[src/rtl/eeprom_seq_pkg.sv]
package eeprom_seq_pkg;

    localparam int DW      = 8;
    localparam int IDX_W   = 3;

    typedef enum logic [2:0] {
        OP_START   = 3'd0,
        OP_RESTART = 3'd1,
        OP_WRITE   = 3'd2,
        OP_READ    = 3'd3,
        OP_STOP    = 3'd4
    } bus_op_e;

    typedef enum logic [1:0] {
        JOB_NONE  = 2'd0,
        JOB_WRITE = 2'd1,
        JOB_READ  = 2'd2
    } job_e;

    typedef struct packed {
        bus_op_e         op;
        logic [DW-1:0]   data;
        logic            ack;
        logic            last;
    } step_t;

    typedef enum logic [2:0] {
        S_IDLE,
        S_ECHO,
        S_ISSUE,
        S_WAIT,
        S_ABORT_ISSUE,
        S_ABORT_WAIT,
        S_ERR_TX,
        S_DATA_TX
    } seq_state_e;

    function automatic logic needs_slave_ack(bus_op_e op);
        return (op == OP_START) || (op == OP_RESTART) || (op == OP_WRITE);
    endfunction

    function automatic step_t mk_step(bus_op_e op, logic [DW-1:0] data,
                                      logic ack, logic last);
        step_t s;
        s.op   = op;
        s.data = data;
        s.ack  = ack;
        s.last = last;
        return s;
    endfunction

endpackage

[src/rtl/seq_cmd_decode.sv]
module seq_cmd_decode
    import eeprom_seq_pkg::*;
#(
    parameter logic [DW-1:0] CODE_WRITE = 8'h01,
    parameter logic [DW-1:0] CODE_READ  = 8'h02
) (
    input  logic          valid,
    input  logic [DW-1:0] byte_in,
    output job_e          job
);
    always_comb begin
        job = JOB_NONE;
        if (valid) begin
            if (byte_in == CODE_WRITE)
                job = JOB_WRITE;
            else if (byte_in == CODE_READ)
                job = JOB_READ;
        end
    end
endmodule

[src/rtl/seq_step_gen.sv]
module seq_step_gen
    import eeprom_seq_pkg::*;
#(
    parameter logic [6:0]    DEV_ADDR  = 7'h50,
    parameter logic [DW-1:0] WORD_ADDR = 8'h00,
    parameter logic [DW-1:0] WR_VALUE  = 8'h14
) (
    input  job_e             job,
    input  logic [IDX_W-1:0] idx,
    output step_t            step
);
    localparam logic [DW-1:0] DEV_WR = {DEV_ADDR, 1'b0};
    localparam logic [DW-1:0] DEV_RD = {DEV_ADDR, 1'b1};

    always_comb begin
        step = mk_step(OP_STOP, '0, 1'b0, 1'b1);
        if (job == JOB_WRITE) begin
            case (idx)
                3'd0:    step = mk_step(OP_START, DEV_WR,    1'b0, 1'b0);
                3'd1:    step = mk_step(OP_WRITE, WORD_ADDR, 1'b0, 1'b0);
                3'd2:    step = mk_step(OP_WRITE, WR_VALUE,  1'b0, 1'b0);
                default: step = mk_step(OP_STOP,  '0,        1'b0, 1'b1);
            endcase
        end else if (job == JOB_READ) begin
            case (idx)
                3'd0:    step = mk_step(OP_START,   DEV_WR,    1'b0, 1'b0);
                3'd1:    step = mk_step(OP_WRITE,   WORD_ADDR, 1'b0, 1'b0);
                3'd2:    step = mk_step(OP_RESTART, DEV_RD,    1'b0, 1'b0);
                3'd3:    step = mk_step(OP_READ,    '0,        1'b1, 1'b0);
                3'd4:    step = mk_step(OP_READ,    '0,        1'b0, 1'b0);
                default: step = mk_step(OP_STOP,    '0,        1'b0, 1'b1);
            endcase
        end
    end
endmodule

[src/rtl/seq_read_store.sv]
module seq_read_store
    import eeprom_seq_pkg::*;
#(
    parameter int NUM_BYTES = 2
) (
    input  logic                    clk,
    input  logic                    rst,
    input  logic                    clear,
    input  logic                    cap_valid,
    input  logic [DW-1:0]           cap_data,
    output logic [NUM_BYTES*DW-1:0] bytes_out
);
    localparam int PTR_W = $clog2(NUM_BYTES + 1);

    logic [PTR_W-1:0] wr_ptr;

    always_ff @(posedge clk) begin
        if (rst || clear)
            wr_ptr <= '0;
        else if (cap_valid && (wr_ptr < PTR_W'(NUM_BYTES)))
            wr_ptr <= wr_ptr + 1'b1;
    end

    for (genvar g = 0; g < NUM_BYTES; g++) begin : g_slot
        logic [DW-1:0] slot_q;
        always_ff @(posedge clk) begin
            if (rst)
                slot_q <= '0;
            else if (cap_valid && (wr_ptr == PTR_W'(g)))
                slot_q <= cap_data;
        end
        assign bytes_out[g*DW +: DW] = slot_q;
    end

    assert_ptr_bound_R5: assert property (@(posedge clk) disable iff (rst)
        wr_ptr <= PTR_W'(NUM_BYTES));

endmodule

[src/rtl/eeprom_cmd_seq.sv]
module eeprom_cmd_seq
    import eeprom_seq_pkg::*;
#(
    parameter logic [7:0] CODE_WRITE = 8'h01,
    parameter logic [7:0] CODE_READ  = 8'h02,
    parameter logic [7:0] ERR_CODE   = 8'h11,
    parameter logic [6:0] DEV_ADDR   = 7'h50,
    parameter logic [7:0] WORD_ADDR  = 8'h00,
    parameter logic [7:0] WR_VALUE   = 8'h14
) (
    input  logic       clk,
    input  logic       rst,
    input  logic       rx_valid,
    input  logic [7:0] rx_data,
    output logic       tx_valid,
    output logic [7:0] tx_data,
    input  logic       tx_ready,
    output logic       eng_req_valid,
    output logic [2:0] eng_req_op,
    output logic [7:0] eng_req_data,
    output logic       eng_req_ack,
    input  logic       eng_req_ready,
    input  logic       eng_rsp_valid,
    input  logic [7:0] eng_rsp_data,
    input  logic       eng_rsp_nack,
    output logic       busy
);
    localparam int NUM_RD = 2;
    localparam int TXI_W  = $clog2(NUM_RD);

    seq_state_e        st;
    job_e              job_q;
    job_e              job_in;
    logic [IDX_W-1:0]  idx;
    logic [TXI_W-1:0]  txi;
    step_t             step;
    logic [NUM_RD*DW-1:0] rd_bytes;
    logic              accept_cmd;
    logic              cap_valid;
    logic              slave_nacked;

    seq_cmd_decode #(.CODE_WRITE(CODE_WRITE), .CODE_READ(CODE_READ)) i_decode (
        .valid   (rx_valid),
        .byte_in (rx_data),
        .job     (job_in)
    );

    seq_step_gen #(.DEV_ADDR(DEV_ADDR), .WORD_ADDR(WORD_ADDR), .WR_VALUE(WR_VALUE)) i_steps (
        .job  (job_q),
        .idx  (idx),
        .step (step)
    );

    assign accept_cmd   = (st == S_IDLE) && (job_in != JOB_NONE);
    assign cap_valid    = (st == S_WAIT) && eng_rsp_valid && (step.op == OP_READ);
    assign slave_nacked = eng_rsp_nack && needs_slave_ack(step.op);

    seq_read_store #(.NUM_BYTES(NUM_RD)) i_store (
        .clk       (clk),
        .rst       (rst),
        .clear     (accept_cmd),
        .cap_valid (cap_valid),
        .cap_data  (eng_rsp_data),
        .bytes_out (rd_bytes)
    );

    always_ff @(posedge clk) begin
        if (rst) begin
            st    <= S_IDLE;
            job_q <= JOB_NONE;
            idx   <= '0;
            txi   <= '0;
        end else begin
            case (st)
                S_IDLE: begin
                    if (accept_cmd) begin
                        job_q <= job_in;
                        idx   <= '0;
                        txi   <= '0;
                        st    <= S_ECHO;
                    end
                end
                S_ECHO: begin
                    if (tx_ready) st <= S_ISSUE;
                end
                S_ISSUE: begin
                    if (eng_req_ready) st <= S_WAIT;
                end
                S_WAIT: begin
                    if (eng_rsp_valid) begin
                        if (slave_nacked)
                            st <= S_ABORT_ISSUE;
                        else if (step.last)
                            st <= (job_q == JOB_READ) ? S_DATA_TX : S_IDLE;
                        else begin
                            idx <= idx + 1'b1;
                            st  <= S_ISSUE;
                        end
                    end
                end
                S_ABORT_ISSUE: begin
                    if (eng_req_ready) st <= S_ABORT_WAIT;
                end
                S_ABORT_WAIT: begin
                    if (eng_rsp_valid) st <= S_ERR_TX;
                end
                S_ERR_TX: begin
                    if (tx_ready) st <= S_IDLE;
                end
                S_DATA_TX: begin
                    if (tx_ready) begin
                        if (txi == TXI_W'(NUM_RD - 1))
                            st <= S_IDLE;
                        else
                            txi <= txi + 1'b1;
                    end
                end
                default: st <= S_IDLE;
            endcase
        end
    end

    always_comb begin
        tx_valid = 1'b0;
        tx_data  = '0;
        case (st)
            S_ECHO: begin
                tx_valid = 1'b1;
                tx_data  = (job_q == JOB_WRITE) ? CODE_WRITE : CODE_READ;
            end
            S_ERR_TX: begin
                tx_valid = 1'b1;
                tx_data  = ERR_CODE;
            end
            S_DATA_TX: begin
                tx_valid = 1'b1;
                tx_data  = rd_bytes[txi*DW +: DW];
            end
            default: ;
        endcase
    end

    always_comb begin
        eng_req_valid = 1'b0;
        eng_req_op    = OP_STOP;
        eng_req_data  = '0;
        eng_req_ack   = 1'b0;
        if (st == S_ISSUE) begin
            eng_req_valid = 1'b1;
            eng_req_op    = step.op;
            eng_req_data  = step.data;
            eng_req_ack   = step.ack;
        end else if (st == S_ABORT_ISSUE) begin
            eng_req_valid = 1'b1;
        end
    end

    assign busy = (st != S_IDLE);

    assert_req_hold_R10: assert property (@(posedge clk) disable iff (rst)
        eng_req_valid && !eng_req_ready |=> eng_req_valid && $stable(eng_req_op)
            && $stable(eng_req_data) && $stable(eng_req_ack));

    assert_tx_hold_R10: assert property (@(posedge clk) disable iff (rst)
        tx_valid && !tx_ready |=> tx_valid && $stable(tx_data));

    assert_single_req_R11: assert property (@(posedge clk) disable iff (rst)
        eng_req_valid && eng_req_ready |=> !eng_req_valid);

    assert_no_overlap_R11: assert property (@(posedge clk) disable iff (rst)
        !(tx_valid && eng_req_valid));

    assert_nack_stop_R6: assert property (@(posedge clk) disable iff (rst)
        (st == S_WAIT) && eng_rsp_valid && slave_nacked
            |=> eng_req_valid && (eng_req_op == OP_STOP));

    assert_cmd_start_R9: assert property (@(posedge clk) disable iff (rst)
        !busy && (job_in != JOB_NONE) |=> busy && tx_valid);

    assert_ignore_R7: assert property (@(posedge clk) disable iff (rst)
        !busy && rx_valid && (job_in == JOB_NONE) |=> !busy && !tx_valid && !eng_req_valid);

endmodule

[config.mk]
export PLATFORM = sky130hd
export DESIGN_NAME = eeprom_cmd_seq
export DESIGN_NICKNAME = d
export VERILOG_FILES = /design/src/rtl/eeprom_seq_pkg.sv /design/src/rtl/seq_cmd_decode.sv /design/src/rtl/seq_step_gen.sv /design/src/rtl/seq_read_store.sv /design/src/rtl/eeprom_cmd_seq.sv
export SDC_FILE = /design/constraint.sdc
export NUM_CORES = 1
export LEC_CHECK = 0
export CAP_MARGIN = 10
export CORE_ASPECT_RATIO = 1.5
export CORE_MARGIN = 8
export CORE_UTILIZATION = 36
export CTS_CLUSTER_SIZE = 28
export DETAILED_ROUTE_END_ITERATION = 10
export MAX_ROUTING_LAYER = met4
export PLACE_DENSITY = 0.62
export SLEW_MARGIN = 20
export SYNTH_ARGS = -nofsm -noshare
export SYNTH_HDL_FRONTEND = slang
export SYNTH_HIERARCHICAL = 1
export SYNTH_SLANG_ARGS = --single-unit
[constraint.sdc]
create_clock -name clk -period 2.55 [get_ports clk]
set_clock_uncertainty 0.05 [all_clocks]
set_input_delay 0.255 -clock clk [delete_from_list [all_inputs] [get_ports clk]]
set_output_delay 0.255 -clock clk [all_outputs]
set_load 0.01 [all_outputs]
# Yosys cells after proc, flatten, opt, wreduce, memory -nomap -nowiden
# Cells that the tools add are included.
# totals
elab_cells,102
out_inout_bits,23
memories,0
latchBits,0
ram_bits,0
rom_bits,0
in_bits,23
regBits,27
# op_classes
add_sub_neg,3
shifts,1
eq_ne,30
multipliers,0
reduce_logical,23
muxes,37
bitwise_logic,0
n_lt_le_gt_ge,1
div,0
# op_table
operator,n
$pmux 13 s5,1
$mux 3,17
$pmux 13 s3,1
$mux 13,2
$pmux 3 s8,1
$pmux 8 s3,1
$ne 2x2->1 const B,10
$eq 3x2->1 const B,6
$shiftx 16x5->8,1
$eq 3x3->1 const B,5
$eq 3x1->1 const B,3
$logic_not 3->1,3
$reduce_and 9->1,1
$eq 8x1->1 const B,1
$eq 8x2->1 const B,1
$mux 2,4
$mux 8,1
$logic_and 1x1->1,7
$mux 1,7
$pmux 3 s2,1
$reduce_bool 2->1,3
$reduce_and 5->1,1
$eq 2x1->1 const B,2
$add 3x1->3 const B,1
other kinds (12),14

# Longest topological paths before layout
# logic_depth
ltp_word,11
depth_mapped,10
ltp_nobuf,8

# By module
# Netlist, hierarchy kept.
# by_module_without_submodules
mod,cells_per_inst,area_each_um2,seq_area_each_um2,instances
eeprom_cmd_seq,117,815.8,180.2,1
seq_read_store,83,698.2,360.3,1
seq_step_gen,29,195.2,0.0,1
seq_cmd_decode,5,41.3,0.0,1

# Worst setup path after synthesis
# OpenSTA, ideal clock, no wires.
# synth_path
path_type,input -> register
start,in rx_data[6]
end,reg st[2]
setup_time_ps,70
t_required_ps,2430
t_arrival_ps,2016
path_buffers,0
setup_slack_ps,415
path_stages,7
cell_sequence,or4b_1 -> nor4_1 -> or4_1 -> a21o_1 -> nand2_2 -> or3_1 -> a21oi_1
# synth_via
elab_chain_len,8
elab_cells_between_ends,9
classes_between,eq/ne: 3; mux: 3; reduce/logical: 3
# synth_rtl
item,line_no,source
from (decl),eeprom_cmd_seq.sv:14,"input logic [7:0] rx_data,"
$eq 8x2->1,seq_cmd_decode.sv:16,else if (byte_in == CODE_READ)
$mux 2,seq_cmd_decode.sv:16,
$mux 2 *,seq_cmd_decode.sv:14,if (byte_in == CODE_WRITE)
$mux 2 *,seq_cmd_decode.sv:13,if (valid) begin
via job_in[1],eeprom_cmd_seq.sv:33,job_e job_in;
$reduce_bool 2->1 *,eeprom_cmd_seq.sv:54,assign accept_cmd = (st == S_IDLE) && (job_in != JOB_NONE);
$logic_and 1x1->1 *,eeprom_cmd_seq.sv:54,
$ne 2x1->1 (no line) *,n/a,
$reduce_and 9->1 (no line) *,n/a,
to (signal assigned),eeprom_cmd_seq.sv:94,st <= (job_q == JOB_READ) ? S_DATA_TX : S_IDLE;
to (decl),eeprom_cmd_seq.sv:31,seq_state_e st;
# Mark *: on every way through the listed nets, which the timed path passes. The rest lies on a longest branch.
# A chain may end at the register's enable or synchronous reset.

# Worst setup path in the final report
# layout_path
start,reg job_q[1]
end,out eng_req_op[2]
# layout_via
elab_chain_len,4
elab_cells_between_ends,5
classes_between,eq/ne: 2; mux: 3
# layout_rtl
item,line_no,source
from (decl),eeprom_cmd_seq.sv:32,job_e job_q;
from (signal assigned),eeprom_cmd_seq.sv:77,job_q <= job_in;
$eq 2x2->1,seq_step_gen.sv:24,end else if (job == JOB_READ) begin
$mux 13,seq_step_gen.sv:24,
$mux 13 *,seq_step_gen.sv:17,if (job == JOB_WRITE) begin
$mux 3 *,eeprom_cmd_seq.sv:148,if (st == S_ISSUE) begin
to (decl),eeprom_cmd_seq.sv:19,"output logic [2:0] eng_req_op,"
# Mark *: on every way between the ends. The rest lies on a longest branch, timed or not.

==> results.yml <==
worst_hold_path:
  hold_class: "reg -> reg"
detailed_routing:
  routed_wl_mm: 4.47
  drtIter0Drc: 73
  drt_pre_antenna_iters: 4
  vias: 1694
  avgRoutedWirePerCell_um: 13.1
  viasPerCell: 4.98
  drcViolationCount: 0
  ant_nets: 0
yosys:
  ys_ff_latch: 27
  syn_avg_cell_area_um2: 7.48
  synth_top_flop_cell: "dfxtp_1"
  synthCells: 234
  synth_area_um2: 1750
  ys_seq_area_share_pct: 30.9
  async_reset_ff_share_pct: 0
  ys_warn_count: 6
  synth_edf_count: 0
  synth_cell_types: 49
sta:
  period_minus_slack_ns: 2.37
  fin_crit_sh_pct: 92.9
  maxSlewViolCount: 0
  worst_slack_ns: 0.180
  hold_violations: 0
  setup_tns_ns: 0
  rsz0062_at_grt: "no"
  fmax_ghz: 0.422
  setup_violations: 0
  worstMarginPinSlew_ns: 0.557
  max_slew_margin_pct: 62.8
grt:
  grtUsageTotal_pct: 13.1
  grt-ovfl-total: 0
  grt_pass1_wl_mm: 7.51
  antenna_found_initial: 0
  grt_start_max_net_pins: 21
  grt_pass1_vias: 1719
place:
  dp_hpwl_mm: 3.52
  numPortBuffers: 42
  preCtsSetupSlack_ns: -0.00669
  routabilityCongestion: 0.813
clock_tree:
  cts_resized: 1
  cts.sinks: 27
  root_buffer: "clkbuf_8"
  cts_buffers: 3
  clockBufferDepth: 2
  cts_tree: "done"
  clk_pin_slew_ns: 0.09
  cts_hold_buf: 0
  worstSkewPairLatency_ns: 0.28
  postCtsSetupBuffers: 0
  htreeDepth: 1
layout:
  layout-drive-gt1-share_pct: 10.6
  num_antenna_cells: 0
  final_common_cell: "clkdlybuf4s50_1"
  synthToLayoutAreaGrowth_pct: 30.7
  final_nets: 301
  mostFrequentLayoutCells: "42 x clkdlybuf4s50_1, 27 x nand2_1, 26 x dfxtp_1"
critical_path:
  cp_max_fo: 7
  crit_type: "reg -> out"
  end_kind: "output port"
  startpoint_type: "flip-flop"
  worst_ep_required_time_ns: 2.25
  cp.arrival_ns: 2.06
floorplanning:
  die_w_um: 72.9
  core_area_um2: 4770
  rows: 31
  die_h_um: 101
  num_io_pins: 46
  initial_core_util_pct: 36.7
  die-area_um2: 7400
power_and_ir_drop:
  power_w: 0.00100
  pwr-share-clk_pct: 24.9
  swShare_pct: 30.8
  power.net_switching_w: 0.000309
  ir_worst_vdd_mv: 0.398
  p_seq_share_pct: 47.3
  powerDensity_nw_per_um2: 438
  p_leak_nw: 0.762
  p_int_w: 0.000694
  pwr-share-comb_pct: 27.9
outcome:
  status: "finished, final reports clean"
run:
  maxCapViolCount: 0
-- cells in the mapped netlist (2+ instances only) --
| master | instances | share of area (%) |
|---|---|---|
| buf_6 | 4 | 2.6 |
| nand3_1 | 19 | 5.4 |
| a21oi_1 | 25 | 7.1 |
| nor4_1 | 3 | 1.1 |
| dfxtp_1 | 27 | 31 |
| nand2_2 | 3 | 1.1 |
| or3_1 | 3 | 1.1 |
| o22ai_1 | 2 | 0.71 |
| clkbuf_1 | 5 | 1.1 |
| and2_1 | 11 | 3.9 |
| ha_1 | 3 | 2.1 |
| and3_1 | 2 | 0.71 |
| nand2_1 | 27 | 5.8 |
| nor2b_1 | 3 | 1.1 |
| xor2_1 | 2 | 1.0 |
| buf_4 | 6 | 2.6 |
| nand2b_1 | 3 | 1.1 |
| nor2_1 | 17 | 3.6 |
| mux2i_1 | 8 | 4.6 |
| o21ai_1 | 2 | 0.57 |
| inv_1 | 12 | 2.6 |
| buf_2 | 5 | 1.4 |
| o21ai_0 | 7 | 2.0 |
| o2111ai_1 | 2 | 1.0 |
| nand3b_1 | 3 | 1.3 |
| nor3_1 | 7 | 2.0 |
-- sequential cells by signal, summed over array words and instances (netlist names) --
name	count
txi	1
idx	3
i_store/g_slot.slot_q	16
i_store/wr_ptr	2
job_q	2
st	3
-- area by class of cell --
cell class | count | area [um2]
Clock buffer | 3 | 41.3
Fill cell | 502 | 2480
Tap cell | 66 | 82.6
Clock inverter | 1 | 5.00
Sequential cell | 27 | 542
Timing Repair Buffer | 54 | 523
Multi-Input combinational cell | 176 | 1050
Inverter | 13 | 48.8
-- cells by family (layout without fill, tap and decap cells) --
kind of cell / Yosys count / after routing / share of synthesized area (%)
compound gates: 51 / 51 / 18.0
xor+xnor: 3 / 3 / 1.50
fa+ha+maj: 3 / 3 / 2.14
buf+inv: 33 / 71 / 10.4
flops: 27 / 27 / 30.9
mux: 8 / 8 / 4.57
other cells: 1 / 3 / 0.214
simple gates: 108 / 108 / 32.2
-- power groups by stage --
| stage | sequential, W | clock [W] | combinational (W) |
|---|---|---|---|
| 2_1_floorplan | 0.000460 | 0 | 0.000168 |
| 3_3_place_gp | 0.000484 | 0 | 0.000279 |
| 3_5_place_dp | 0.000484 | 0 | 0.000281 |
| 4_1_cts | 0.000474 | 0.000261 | 0.000283 |
| 5_1_grt | 0.000478 | 0.000271 | 0.000307 |
| 6_report | 0.000474 | 0.000250 | 0.000279 |
-- through the flow --
step                      area, um2  std cells  hold slack (ns)  utilization, %
after floorplan                1760        236            0.274               -
after global placement         2240        336            0.393            46.9
after detailed placement       2240        336            0.398            46.9
after CTS                      2290        340            0.412            47.9
after global routing           2290        340            0.427            48.0
final                          2290        340            0.407            48.0
-- per-layer routing --
layer  vias to the layer above  routed length, um  global-route usage, %
met3                         4                162                   1.98
met1                       781               1850                   13.1
met5                         -                  0                      -
li1                        876                  -                      -
met4                         0                 46                   5.42
met2                        33               2410                   24.2
-- final timing paths --
path	start	end	slack (ns)	cells after the start
setup / recovery	job_q[1]$_SDFFE_PP0P_	eng_req_op[2]	0.18	6
setup reg to reg	idx[2]$_SDFFE_PP0P_	i_store/wr_ptr[0]$_SDFFE_PP0P_	0.39	9
hold reg to reg	i_store/g_slot[0].slot_q[7]$_SDFFE_PP0P_	i_store/g_slot[0].slot_q[7]$_SDFFE_PP0P_	0.41	2
hold / removal	i_store/g_slot[0].slot_q[7]$_SDFFE_PP0P_	i_store/g_slot[0].slot_q[7]$_SDFFE_PP0P_	0.41	2
-- worst max-delay path, stage by stage, from the launching register on --
cell             delay, ns
dfxtp_2               0.42
nand2b_1              0.22
o21ai_0               0.12
a22oi_2               0.33
inv_1                 0.11
nand2_1               0.07
clkdlybuf4s50_1       0.54
Note: power is estimated with default switching activity, not from simulation.
